===== config.mk =====
export PLATFORM = sky130hd
export DESIGN_NAME = sp_imm_ext
export DESIGN_NICKNAME = d
export VERILOG_FILES = /design/src/rtl/sp_ext_pkg.sv /design/src/rtl/sp_ext_decode.sv /design/src/rtl/sp_ext_compose.sv /design/src/rtl/sp_imm_ext.sv
export SDC_FILE = /design/constraint.sdc
export NUM_CORES = 1
export LEC_CHECK = 0
export ABC_AREA = 1
export BUFFER_PORTS_ARGS = -buffer_cell sky130_fd_sc_hd__buf_2
export CORE_MARGIN = 4
export CORE_UTILIZATION = 48
export CTS_CLUSTER_DIAMETER = 80
export DETAILED_ROUTE_END_ITERATION = 10
export PLACE_DENSITY_LB_ADDON = 0.12
export SLEW_MARGIN = 0
export SYNTH_ARGS = -nofsm -noshare
export SYNTH_HDL_FRONTEND = slang
export SYNTH_SLANG_ARGS = --single-unit

===== constraint.sdc =====
create_clock -name clk -period 1.3 [get_ports clk]
set_input_delay 0.065 -clock clk [delete_from_list [all_inputs] [get_ports clk]]
set_output_delay 0.065 -clock clk [all_outputs]
set_load 0.01 [all_outputs]

===== src/rtl/sp_ext_pkg.sv =====
package sp_ext_pkg;
    localparam int SP_W   = 24;
    localparam int WORD_W = 16;
    localparam int IMM7_W = 7;
    localparam int MID_W  = 13;
    localparam int HI_W   = 4;
    localparam int OPC_W  = WORD_W - IMM7_W;
    localparam logic [OPC_W-1:0] LDSP_OPC = 9'b1_0111_1000;

    typedef enum logic [1:0] {
        PEND_NONE = 2'd0,
        PEND_ONE  = 2'd1,
        PEND_TWO  = 2'd2
    } pend_e;

    typedef struct packed {
        pend_e             pend;
        logic [HI_W-1:0]   hi;
        logic [MID_W-1:0]  mid;
        logic [SP_W-1:0]   sp;
        logic              wr;
    } ext_state_t;
endpackage


===== src/rtl/sp_ext_decode.sv =====
module sp_ext_decode
    import sp_ext_pkg::*;
#(
    parameter int                   PFX_OPC_W = 3,
    parameter logic [PFX_OPC_W-1:0] PFX_OPC   = 3'b110
) (
    input  logic                 valid,
    input  logic [WORD_W-1:0]    word,
    output logic                 is_pfx,
    output logic                 is_ld,
    output logic                 is_other,
    output logic [MID_W-1:0]     payload,
    output logic [IMM7_W-1:0]    imm7
);
    always_comb begin
        is_pfx   = valid && (word[WORD_W-1 -: PFX_OPC_W] == PFX_OPC);
        is_ld    = valid && !is_pfx && (word[WORD_W-1 -: OPC_W] == LDSP_OPC);
        is_other = valid && !is_pfx && !is_ld;
        payload  = word[MID_W-1:0];
        imm7     = word[IMM7_W-1:0];
    end
endmodule


===== src/rtl/sp_ext_compose.sv =====
module sp_ext_compose
    import sp_ext_pkg::*;
#(
    parameter int ALIGN_BITS = 2
) (
    input  pend_e              pend,
    input  logic               dslot,
    input  logic [HI_W-1:0]    hi,
    input  logic [MID_W-1:0]   mid,
    input  logic [IMM7_W-1:0]  imm7,
    output logic [SP_W-1:0]    sp_new
);
    localparam int PAD20 = SP_W - MID_W - IMM7_W;
    localparam int PAD7  = SP_W - IMM7_W;

    pend_e            eff;
    logic [SP_W-1:0]  raw;

    always_comb begin
        eff = dslot ? PEND_NONE : pend;
        case (eff)
            PEND_ONE: raw = {{PAD20{1'b0}}, mid, imm7};
            PEND_TWO: raw = {hi, mid, imm7};
            default:  raw = {{PAD7{1'b0}}, imm7};
        endcase
    end

    generate
        if (ALIGN_BITS > 0) begin : g_align
            assign sp_new = {raw[SP_W-1:ALIGN_BITS], {ALIGN_BITS{1'b0}}};
        end else begin : g_noalign
            assign sp_new = raw;
        end
    endgenerate
endmodule


===== src/rtl/sp_imm_ext.sv =====
module sp_imm_ext
    import sp_ext_pkg::*;
#(
    parameter int                   PFX_OPC_W = 3,
    parameter logic [PFX_OPC_W-1:0] PFX_OPC   = 3'b110
) (
    input  logic              clk,
    input  logic              rst,
    input  logic              insn_valid,
    input  logic [15:0]       insn_word,
    input  logic              in_delay_slot,
    output logic [23:0]       sp_value,
    output logic              sp_wr
);
    ext_state_t state_d, state_q;

    logic               is_pfx, is_ld, is_other;
    logic [MID_W-1:0]   payload;
    logic [IMM7_W-1:0]  imm7;
    logic [SP_W-1:0]    sp_new;
    logic [1:0]         pend_level;

    sp_ext_decode #(
        .PFX_OPC_W (PFX_OPC_W),
        .PFX_OPC   (PFX_OPC)
    ) u_decode (
        .valid    (insn_valid),
        .word     (insn_word),
        .is_pfx   (is_pfx),
        .is_ld    (is_ld),
        .is_other (is_other),
        .payload  (payload),
        .imm7     (imm7)
    );

    sp_ext_compose #(
        .ALIGN_BITS (2)
    ) u_compose (
        .pend   (state_q.pend),
        .dslot  (in_delay_slot),
        .hi     (state_q.hi),
        .mid    (state_q.mid),
        .imm7   (imm7),
        .sp_new (sp_new)
    );

    always_comb begin
        state_d    = state_q;
        state_d.wr = 1'b0;
        if (is_pfx) begin
            if (state_q.pend == PEND_NONE) begin
                state_d.pend = PEND_ONE;
            end else begin
                state_d.pend = PEND_TWO;
                state_d.hi   = state_q.mid[HI_W-1:0];
            end
            state_d.mid = payload;
        end else if (is_ld || is_other) begin
            state_d.pend = PEND_NONE;
            state_d.hi   = '0;
            state_d.mid  = '0;
            if (is_ld) begin
                state_d.sp = sp_new;
                state_d.wr = 1'b1;
            end
        end
    end

    always_ff @(posedge clk) begin
        if (rst) begin
            state_q <= '0;
        end else begin
            state_q <= state_d;
        end
    end

    assign sp_value   = state_q.sp;
    assign sp_wr      = state_q.wr;
    assign pend_level = state_q.pend;
endmodule


* Yosys cells after proc, flatten, opt, wreduce, memory -nomap -nowiden *
Index checks and enable logic that the tools add are counted.

storage, ports and cells
  logic and storage cells = 31
  memory bits (read-only) = 0
  bits in latches = 0
  output and inout port bits = 25
  input bits = 20
  bits in writable memories = 0
  register bits after elaboration = 42
  memories = 0

operators by class
  $mul = 0
  divide/modulo/power cells = 0
  mux-type cells = 7
  bitwise logic cells = 2
  magnitude comparators = 0
  add/sub/neg operators = 0
  equality and inequality tests = 5
  reductions and logical operators = 12
  shift operators = 0

operators by type and width
  cell                number
  $pmux 24 s2         1
  $mux 44             1
  $mux 25             1
  $mux 19             1
  $eq 9x9->1 const B  1
  $logic_and 1x1->1   4
  $mux 2              2
  $mux 4              1
  $eq 3x3->1 const B  1
  $reduce_and 3->1    1
  $reduce_or 3->1     1
  $eq 2x1->1 const B  1
  $eq 2x2->1 const B  1
  $logic_not 1->1     2
  $logic_not 2->1     1
  $ne 2x2->1 const B  1
  $not 1->1           2
  $reduce_and 2->1    1
  $reduce_bool 2->1   1
  $logic_or 1x1->1    1

* Longest topological paths before layout *
  word-level depth = 10
  depth in mapped cells = 12
  mapped depth without buffers = 12

* Cells and area by module *
Synthesis repeated with hierarchy kept, for this count alone.

second synthesis, totals
  cells, all modules = 307
  area total of the unflattened synthesis = 2247.2 sq um

modules (own cells, without submodules)
  module          times used  area an instance (sq um)  cells each  sequential area each (sq um)
  sp_imm_ext      1           1750.4                    220         880.8
  sp_ext_compose  1           254.0                     53          0.0
  sp_ext_decode   1           242.7                     34          0.0

* Least setup slack after synthesis *
Ideal clock, no wire load.

  kind = register -> register
  start point = register state_q, in the netlist pend_level[0]
  end point = register state_q, in the netlist sp_value[18]
  arrival time = 1.347 ns
  stages on the path, launching flop included = 13
  library setup time = 0.113 ns
  period minus slack after synthesis = 1.460 ns
  setup slack = -0.160 ns
  path through = dfxtp_1 inv_1 nor2_1 inv_1 ha_1 inv_1 nand2_1 nand2_1 inv_1 nand2_1 nand3_1 nand2_1 nor2_1

on the way
  longest elaborated chain between the ends = 3
  elaborated cells between the ends (all ways) = 4
  classes of those cells = 2 x eq/ne; 2 x mux

ends and longest elaborated chain
  what                                      RTL line              text
  start: declaration                        sp_imm_ext.sv:15      ext_state_t state_d, state_q;
  start signal: assignment                  sp_imm_ext.sv:73      state_q <= state_d;
  $mux 2 *                                  sp_ext_compose.sv:20  eff = dslot ? PEND_NONE : pend;
  $eq 2x2->1 or $eq 2x1->1 (tied branches)  sp_ext_compose.sv:21  case (eff)
  $pmux 24 s2 *                             sp_ext_compose.sv:21

Mark *: on every way between the ends. The rest lies on a longest branch, timed or not.
A chain may end at the register's enable or synchronous reset.

* Worst setup path in the final report *
  start point = register state_q, in the netlist pend_level[0]
  end point = register state_q, in the netlist sp_value[14]

The elaborated chain is that of the path after synthesis.

==> results.ini <==
[outcome]
status = finished with violations
violations = negative setup slack

[final_layout]
syn_to_final_growth_pct = 20.2
nFillCells = 403
antenna_cells = 0
final_util = 0.607
final_cells = 382
fin_nets = 353
drive_gt1_frac = 0.298

[timing]
hold_ws_ns = 0.0177
fmax_mhz = 758
fin_setup_tns_ns = -0.0492
setup_viol = 5
finalMaxSlewViolations = 0
fin_skew_ns = 0.00452
fin_crit_sh = 1.01
fin_ws_ns = -0.0184
hold_viol = 0
period_minus_slack_ns = 1.32
rsz0062_at_grt = true

[route]
drc_errors = 0
drt_iter0_markers = 78
drtAntennaViolNets = 0
routed_wl_mm = 4.30
vias_per_cell = 4.76
wire_per_inst_um = 11.2
firstDrtPassIters = 5
via_count = 1818

[floorplanning]
coreArea_um2 = 4090
fp-row-count = 23
dieArea_um2 = 5410
start_util = 0.505
die_h_um = 73.5
die_w_um = 73.5
io_pins = 45

[yosys]
syn_area_um2 = 2060
synth_top_family_by_area = simple AND/OR/NAND/NOR gates
syn_area_per_cell_um2 = 6.87
ys_seq_elements = 42
synthCells = 300
synth_common_cells = nand2_1, nor2_1, dfxtp_1
synthXorXnorAreaFrac = 0
ys_seq_area_frac = 0.408
async_flop_share = 0
synthAdderAreaFrac = 0.0121
muxShareOfSynthArea = 0
yosys_most_used_dff = dfxtp_1
synth_largest_area_cell = dfxtp_1
synth_edf_count = 0
ys_types = 22
synth_area_leaders = dfxtp_1, nand2_1, nor2_1, buf_4, inv_1
synth-compound-area-share = 0.0485
ys_warn_count = 0
yosysTopAreaCellShare = 0.408
synthSimpleGateAreaFrac = 0.363
yosysMostFrequentCell = nand2_1

[setup_path]
r2r_slack_ns = -0.02
reg2reg_depth = 10
r2r-start = pend_level[0]
crit_arrival_ns = 1.50
required_ns = 1.49
path_max_fanout = 7
endpoint_kind = flop
start_kind = flop
crit_type = flop to flop
r2r_end = sp_value[14]

[clock_tree]
tritoncts.num_buffers = 5
clock_latency_ns = 0.29
cts_root_buf = clkbuf_8
clkTransAtPathRegs_ns = 0.08
cts_tree = yes
clkSinkCount = 42
cts_hold_buffers = 0
cts_buffer_depth = 2
h-tree-depth = 2

[grt]
antenna_found_initial = 0
grtUsageTotal = 0.163
grt_max_degree = 23
grt_pass1_wl_mm = 6.97
grt_pass1_vias = 1586
grt_overflow = 0

[place]
place_inst = 372
gp_congestion = 0.774
io_buffers = 42
dp_hpwl_mm = 3.14
pre_cts_slack_ns = -0.0628

[power]
switching_share = 0.227
p_switching_uw = 566
power_frac_seq = 0.520
clockPowerShare = 0.401
power.leakage_uw = 0.00109
power.density_nw_per_um2 = 1010
vdd_drop_max_mv = 0.564
internal_power_uw = 1930
combPwrFrac = 0.080

[worst_hold_path]
hold_start = insn_word[0]
whs_path_depth = 3
hold-path-endpoint = state_q[25]
hold_path.class = input port to flop

[run]
drv_cap = 0

## kinds of logic (layout without fill, tap and decap cells)
group	Yosys count	in the layout
AND/OR/NAND/NOR	171	171
buffers and inverters	64	95
flip-flops	42	42
AO/OA/AOI/OAI	20	20
other	1	2
adder cells (fa/ha/maj)	2	2
## worst max-delay path by stage
| stage | startpoint | cells past startpoint | slack (ns) | to |
|---|---|---|---|---|
| floorplan | pend_level[0] | 12 | 0.006 | sp_value[18] |
| global placement | pend_level[0] | 11 | -0.02 | sp_value[9] |
| detailed placement | pend_level[0] | 11 | -0.06 | sp_value[9] |
| CTS | pend_level[1] | 11 | -0.005 | sp_value[9] |
| global route | pend_level[0] | 9 | -0.12 | sp_value[11] |
| finish | pend_level[0] | 10 | -0.02 | sp_value[14] |
## placed cells by master, fill, tap and decap left out, drive strengths merged
cell,instances
inv,28
dfxtp,42
clkinv,3
clkbuf,5
nand4,13
conb,2
buf,58
a21oi,19
ha,2
nand3,21
nor3,1
nor2,58
bufinv,1
nand2,78
o21ai,1
## registers in the layout (all words and copies together), names as in the netlist
name,count
state_q,17
pend_level,2
sp_wr,1
sp_value,22
## through the flow
| step | cell area, µm² | total power (µW) |
|---|---|---|
| after floorplan | 2100 | 1440 |
| after global placement | 2280 | 1520 |
| after detailed placement | 2280 | 1520 |
| after CTS | 2420 | 2530 |
| after global routing | 2480 | 2600 |
| final | 2480 | 2500 |
## power groups by stage
stage / Clock [µW] / Sequential (µW) / Combinational [µW]
6_report: 1000 / 1300 / 199
5_1_grt: 1070 / 1300 / 224
4_1_cts: 1030 / 1300 / 195
3_5_place_dp: 0 / 1330 / 193
3_3_place_gp: 0 / 1330 / 192
2_1_floorplan: 0 / 1330 / 111
## worst max-delay path, cell delays in order (launching register included)
cell	delay (ns)
dfxtp_2	0.34
inv_2	0.05
nor2_4	0.11
inv_2	0.05
ha_4	0.28
inv_8	0.05
nand2_8	0.08
buf_6	0.09
nor2_2	0.02
nor2_1	0.09
nor2_1	0.05
## per-layer routing
layer	part of all wire	track usage	vias up	wire length [µm]
li1	-	-	972	-
met1	0.48	0.221	799	2060
met2	0.46	0.259	45	1980
met3	0.056	0.0287	2	239
met4	0.0044	0.0604	0	19
met5	0	0	-	0
## what timing repair did
item                       CTS  global route
buffers inserted             0             2
pin swaps                    6             9
setup endpoints to repair   13            13
resized for setup           10            14
## cell type report
class                   instances  area, µm²  share of cell area
flip-flops and latches         42        843               0.340
clock buffers                   5       68.8              0.0278
well taps                      50       62.6              0.0252
clock inverters                 3       40.0              0.0162
repair buffers                 58        375               0.151
multi-input cells             195        967               0.390
inverters                      29        121              0.0490
Power figures use the tool's default switching activity.
